[src/rtl/irq_pkg.sv]
package irq_pkg;
    typedef enum logic [1:0] {
        GW_IDLE = 2'd0,
        GW_PEND = 2'd1,
        GW_BUSY = 2'd2
    } gw_state_e;
endpackage

[src/rtl/irq_gateway.sv]
module irq_gateway
    import irq_pkg::*;
#(
    parameter bit EDGE = 1'b0
) (
    input  logic clk,
    input  logic rst_n,
    input  logic irq_in,
    input  logic claim,
    input  logic complete,
    output logic pending
);
    gw_state_e state_q, state_d;
    logic      irq_prev;
    logic      req;

    assign req = EDGE ? (irq_in & ~irq_prev) : irq_in;

    always_ff @(posedge clk) begin
        if (!rst_n) begin
            state_q  <= GW_IDLE;
            irq_prev <= 1'b0;
        end else begin
            state_q  <= state_d;
            irq_prev <= irq_in;
        end
    end

    always_comb begin
        state_d = state_q;
        unique case (state_q)
            GW_IDLE: if (req)      state_d = GW_PEND;
            GW_PEND: if (claim)    state_d = GW_BUSY;
            GW_BUSY: if (complete) state_d = GW_IDLE;
            default:               state_d = GW_IDLE;
        endcase
    end

    always_comb pending = (state_q == GW_PEND);

    AST_CLAIM_ONLY_PENDING: assert property (@(posedge clk) disable iff (!rst_n)
        claim |-> pending);
    AST_BUSY_BLOCKS: assert property (@(posedge clk) disable iff (!rst_n)
        (state_q == GW_BUSY && !complete) |=> !pending);
endmodule

[src/rtl/irq_arbiter.sv]
module irq_arbiter #(
    parameter int NSRC   = 31,
    parameter int PRIO_W = 3,
    parameter int ID_W   = 5
) (
    input  logic [NSRC:1]             pend,
    input  logic [NSRC:1]             en,
    input  logic [NSRC:1][PRIO_W-1:0] prio,
    input  logic [PRIO_W-1:0]         thr,
    output logic [ID_W-1:0]           win_id,
    output logic                      win_valid
);
    logic [PRIO_W-1:0] best;

    // Scanning upward with a strict compare keeps the lowest ID on ties;
    // starting from the threshold makes "above threshold" implicit.
    always_comb begin
        best   = thr;
        win_id = '0;
        for (int i = 1; i <= NSRC; i++) begin
            if (pend[i] && en[i] && (prio[i] > best)) begin
                best   = prio[i];
                win_id = ID_W'(i);
            end
        end
        win_valid = (win_id != '0);
    end
endmodule

[src/rtl/irq_router.sv]
module irq_router #(
    parameter int          NSRC     = 31,
    parameter int          NCTX     = 2,
    parameter int          PRIO_W   = 3,
    parameter int          ADDR_W   = 24,
    parameter logic [31:0] EDGE_SEL = 32'h0000_01E0
) (
    input  logic              clk,
    input  logic              rst_n,
    input  logic [NSRC:1]     irq_src,
    input  logic              bus_sel,
    input  logic              bus_wr,
    input  logic [ADDR_W-1:0] bus_addr,
    input  logic [31:0]       bus_wdata,
    output logic [31:0]       bus_rdata,
    output logic [NCTX-1:0]   ctx_irq
);
    localparam int          ID_W     = $clog2(NSRC + 1);
    localparam int          PRIO_MAX = (1 << PRIO_W) - 1;
    localparam logic [31:0] ENB_BASE = 32'h0000_2000;
    localparam logic [31:0] ENB_STEP = 32'h0000_0080;
    localparam logic [31:0] CTL_BASE = 32'h0020_0000;
    localparam logic [31:0] CTL_STEP = 32'h0000_1000;

    logic [NSRC:1][PRIO_W-1:0]  prio_q;
    logic [NCTX-1:0][NSRC:1]    en_q;
    logic [NCTX-1:0][PRIO_W-1:0] thr_q;
    logic [31:0]                rdata_q, rd_d;
    logic [NCTX-1:0]            irq_q;

    logic [31:0]                addr_w;
    logic                       prio_hit;
    logic [9:0]                 prio_idx;
    logic [NCTX-1:0]            en_hit, thr_hit, clm_hit;
    logic [NSRC:1]              pend_v, claim_v, cmpl_v;
    logic [NCTX-1:0][ID_W-1:0]  win_id;
    logic [NCTX-1:0]            win_valid;

    assign addr_w   = 32'(bus_addr);
    assign prio_hit = bus_sel && (addr_w[31:12] == 20'd0);
    assign prio_idx = addr_w[11:2];

    for (genvar n = 1; n <= NSRC; n++) begin : g_src
        irq_gateway #(.EDGE(EDGE_SEL[n])) u_gw (
            .clk      (clk),
            .rst_n    (rst_n),
            .irq_in   (irq_src[n]),
            .claim    (claim_v[n]),
            .complete (cmpl_v[n]),
            .pending  (pend_v[n])
        );
    end

    for (genvar k = 0; k < NCTX; k++) begin : g_ctx
        localparam logic [31:0] ENB_A = ENB_BASE + 32'(k) * ENB_STEP;
        localparam logic [31:0] THR_A = CTL_BASE + 32'(k) * CTL_STEP;

        assign en_hit[k]  = bus_sel && (addr_w == ENB_A);
        assign thr_hit[k] = bus_sel && (addr_w == THR_A);
        assign clm_hit[k] = bus_sel && (addr_w == THR_A + 32'd4);

        irq_arbiter #(.NSRC(NSRC), .PRIO_W(PRIO_W), .ID_W(ID_W)) u_arb (
            .pend      (pend_v),
            .en        (en_q[k]),
            .prio      (prio_q),
            .thr       (thr_q[k]),
            .win_id    (win_id[k]),
            .win_valid (win_valid[k])
        );

        AST_MASK_AT_MAX: assert property (@(posedge clk) disable iff (!rst_n)
            (thr_q[k] == PRIO_W'(PRIO_MAX)) |=> !ctx_irq[k]);
        AST_EMPTY_CLAIM: assert property (@(posedge clk) disable iff (!rst_n)
            (clm_hit[k] && !bus_wr && !win_valid[k]) |=> (bus_rdata == 32'd0));
        AST_CLAIM_RETURNS: assert property (@(posedge clk) disable iff (!rst_n)
            (clm_hit[k] && !bus_wr && win_valid[k]) |=> (bus_rdata == 32'($past(win_id[k]))));
    end

    // Claim and completion strobes towards the gateways.
    always_comb begin
        claim_v = '0;
        cmpl_v  = '0;
        for (int k = 0; k < NCTX; k++) begin
            for (int i = 1; i <= NSRC; i++) begin
                if (clm_hit[k] && !bus_wr && win_valid[k] && (win_id[k] == ID_W'(i)))
                    claim_v[i] = 1'b1;
                if (clm_hit[k] && bus_wr && (bus_wdata == 32'(i)) && en_q[k][i])
                    cmpl_v[i] = 1'b1;
            end
        end
    end

    // Read data selection.
    always_comb begin
        rd_d = 32'd0;
        for (int i = 1; i <= NSRC; i++)
            if (prio_hit && (prio_idx == 10'(i))) rd_d = 32'(prio_q[i]);
        for (int k = 0; k < NCTX; k++) begin
            if (en_hit[k])  rd_d = 32'({en_q[k], 1'b0});
            if (thr_hit[k]) rd_d = 32'(thr_q[k]);
            if (clm_hit[k]) rd_d = 32'(win_id[k]);
        end
    end

    always_ff @(posedge clk) begin
        if (!rst_n) begin
            prio_q  <= '0;
            en_q    <= '0;
            thr_q   <= '0;
            rdata_q <= '0;
            irq_q   <= '0;
        end else begin
            if (bus_sel && bus_wr) begin
                for (int i = 1; i <= NSRC; i++)
                    if (prio_hit && (prio_idx == 10'(i))) prio_q[i] <= bus_wdata[PRIO_W-1:0];
                for (int k = 0; k < NCTX; k++) begin
                    if (en_hit[k])  en_q[k]  <= bus_wdata[NSRC:1];
                    if (thr_hit[k]) thr_q[k] <= bus_wdata[PRIO_W-1:0];
                end
            end
            if (bus_sel && !bus_wr) rdata_q <= rd_d;
            irq_q <= win_valid;
        end
    end

    assign bus_rdata = rdata_q;
    assign ctx_irq   = irq_q;

    AST_ID0_READS_ZERO: assert property (@(posedge clk) disable iff (!rst_n)
        (bus_sel && !bus_wr && addr_w == 32'd0) |=> (bus_rdata == 32'd0));
endmodule

[config.mk]
export PLATFORM = sky130hd
export DESIGN_NAME = irq_router
export DESIGN_NICKNAME = d
export VERILOG_FILES = /design/src/rtl/irq_pkg.sv /design/src/rtl/irq_gateway.sv /design/src/rtl/irq_arbiter.sv /design/src/rtl/irq_router.sv
export SDC_FILE = /design/constraint.sdc
export NUM_CORES = 1
export LEC_CHECK = 0
export CORE_UTILIZATION = 40
export CTS_CLUSTER_DIAMETER = 30
export CTS_CLUSTER_SIZE = 8
export DETAILED_ROUTE_END_ITERATION = 10
export GPL_TIMING_DRIVEN = 0
export MAX_ROUTING_LAYER = met4
export SLEW_MARGIN = 25
export SYNTH_ARGS = -nofsm -noshare
export SYNTH_HDL_FRONTEND = slang
export SYNTH_SLANG_ARGS = --single-unit
[constraint.sdc]
create_clock -name clk -period 42.9 [get_ports clk]
set_input_delay 6.435 -clock clk [delete_from_list [all_inputs] [get_ports clk]]
set_output_delay 6.435 -clock clk [all_outputs]
set_load 0.02 [all_outputs]
==> run metrics <==
status=completed; Total GRT Usage=a little over a third; CP max-delay cell=or4b_1; Max Slew Vio Count=0; I/O Buffers=120; Layout Cells excl Fill=between 4000 and 5000; Synth Register Bits=261; GRT overflow=0; Syn Area/Cell=between 7 and 8 µm²; cts hold-fix bufs=0; drc violations=0; design area=29300 µm²; commonest non-fill, non-tap cells in the layout=409 x nand2_1, 254 x a21oi_1, 253 x dfxtp_1; pre-CTS setup slack=-7.11 ns; PD cells=28.3 nW/µm²; WS Path Type=flop to flop; Worst-Margin Slew=1.21 ns; Detailed Route Iter0 Violations=2676; ys flop type=dfxtp_1; Final Cycle Share=97.1%; crit path DAT=42.14 ns; register area=5250 µm²; Max Freq=~24 MHz; worst hold path type=flop to flop; Max Root-Sink Buffers=3; largest net degree at the start of global routing=11; H-tree depth=3; DIE HEIGHT=236 µm; Ports=125; Site Rows=85; via count=26384; placed cell count=3836; CTS Sinks=261; asr flop ratio synth=0%; TritonCTS Buffers=67; Post-synth EDFFs=0; maximum capacitance violations=0; Startpoint Class=flop; post-synth net total=3185; routed len/inst=25.3 µm; Total Nets Final=3508; final setup vio count=0; sequential area share after synthesis=23.9%; slowest stage delay, CP=0.56 ns; Leakage Power=around 10 nW; hpwl dp=between 70 and 80 mm; Worst slew margin=a little under a fifth; fraction of layout cells with a size suffix above 1=20.3%; Starting Density=40.6%; most frequent CP cell=ha_4; Multi-input gate area=17300 µm²; Clk Tree Root Cell=clkbuf_16; commonest non-fill, non-tap cell in the layout=nand2_1; Mapped Cells=3020; TritonCTS clock tree=done; DP Area=23900 µm²; synth unique cells=around 110; initial antenna violation count=2; critical path endpoint category=flop; DRT Pass-1 Iters=6; vias in the first global route=24884; first-pass GRT wire length=150 mm; area grow syn2layout=34.2%; fin crit period=41.64 ns; Final ANT Viol Nets=0; Peak VDD IR=between 0.03 and 0.04 mV; synth warn=0; # fillers=5143; Worst Path Max Fanout=7; Req. time, crit path=approximately 43 ns; Reg clk slew, reported paths=0.04 ns; later-pin clock latency in the skew report=0.58 ns; GP Congestion=~1.0; Synth Cell Area=21800 µm²; Final WS setup=1.26 ns; core area=53800 µm²; clock skew=roughly 0.018 ns; final hold violation count=0; Total Routed Length=104 mm; drt via density=6.44; die area=55500 µm²; Die X=236 µm
worst paths after layout:
check                         endpoint                      start  depth (start not counted)  slack [ns]
max           g_src[2].u_gw.state_q[1]                  prio_q[1]                        224        1.26
max reg2reg   g_src[2].u_gw.state_q[1]                  prio_q[1]                        224        1.26
min reg2reg  g_src[12].u_gw.state_q[0]  g_src[12].u_gw.state_q[1]                          1        0.43
min          g_src[12].u_gw.state_q[0]  g_src[12].u_gw.state_q[1]                          1        0.43
report_power, final:
part           internal (W)  switching (W)
Combinational     0.0000139      0.0000262
Sequential         0.000246     0.00000275
Clock              0.000375       0.000164
sequential cells by signal, indices dropped and copies added (netlist names):
register and flops:
prio_q 93, g_src.u_gw.state_q 62, g_src.u_gw.irq_prev 4, thr_q 6
ctx_irq 2, en_q 62, bus_rdata 32
metrics by stage:
stage	util [%]	setup TNS (ns)	power (W)	hold slack, ns
CTS	51.0	0	0.000827	0.427
global placement	44.4	-393.62	0.000291	0.407
global route	54.4	-24.78	0.000843	0.440
finish	54.4	0	0.000828	0.427
detailed placement	44.5	-452.84	0.000292	0.421
floorplan	-	0	0.000269	0.400
Yosys cell counts (all sizes together), types with 15 or more instances:
cell type,n,area share [%]
a21boi,23,0.81
o21ai,140,3.3
nand3b,17,0.58
mux2i,68,3.1
o31ai,32,1.1
a211oi,45,1.8
o21a,38,1.3
and2,57,1.6
a221oi,17,0.85
a31oi,51,1.5
nor2,291,5.0
nand3,136,3.1
inv,107,1.8
a21oi,280,6.5
ha,74,4.2
nor3b,30,1.0
and3,61,1.8
nor4,35,1.1
nand2b,23,0.66
a22oi,45,1.5
buf,28,0.61
a21o,20,0.69
nor2b,22,0.63
o22ai,17,0.49
nor3,73,1.7
a41o,16,0.73
and3b,15,0.60
or2,28,0.80
dfxtp,261,24
nand2,420,7.3
nand4,29,0.83
o311ai,26,1.0
or3,19,0.57
mux2,52,2.7
o211ai,38,1.5
clkbuf,150,2.6
layout make-up:
cell class	instances	share of cell area, %
diodes	3	0.0256
multi-input cells	2474	59.2
flip-flops and latches	261	17.9
clock buffers	91	6.58
repair buffers	259	7.68
well taps	696	2.97
clock inverters	30	1.70
inverters	107	1.38
plain buffers	173	2.54
worst max-delay path: cells and delay by family, from the launching register on:
kind	cells	cell delay (ns)
buffers and inverters	7	0.99
AO/OA/AOI/OAI	86	14.80
AND/OR/NAND/NOR	87	13.06
flip-flops	1	0.45
multiplexers	8	2.61
adder cells (fa/ha/maj)	36	9.60
logic make-up after synthesis:
kind of cell / count (synthesis) / synth area share (%)
buffers and inverters: 285 / 5.03
muxes: 124 / 6.21
DFF: 261 / 23.9
and+or+nand+nor: 1302 / 29.3
AOI/OAI and AO/OA: 960 / 30.7
adders and majority gates: 88 / 4.89
metal layers:
layer / GRT usage [%] / vias up / part of all wire, % / routed length, µm
met5: - / - / 0 / 0
met4: 16.1 / 0 / 4.4 / 4580
met3: 7.04 / 298 / 9.4 / 9790
met2: 57.2 / 1365 / 45 / 46800
met1: 44.8 / 12754 / 41 / 42400
li1: - / 11967 / - / -
timing repair:
| item | in CTS | in global routing |
|---|---|---|
| hold endpoints to repair | 0 | 0 |
| pin swaps | 55 | 173 |
| resized for setup | 168 | 264 |
| gates cloned | 0 | 1 |
| endpoints found under the setup margin | 69 | 69 |
| setup buffers | 56 | 82 |
(Power assumes the default switching activity.)
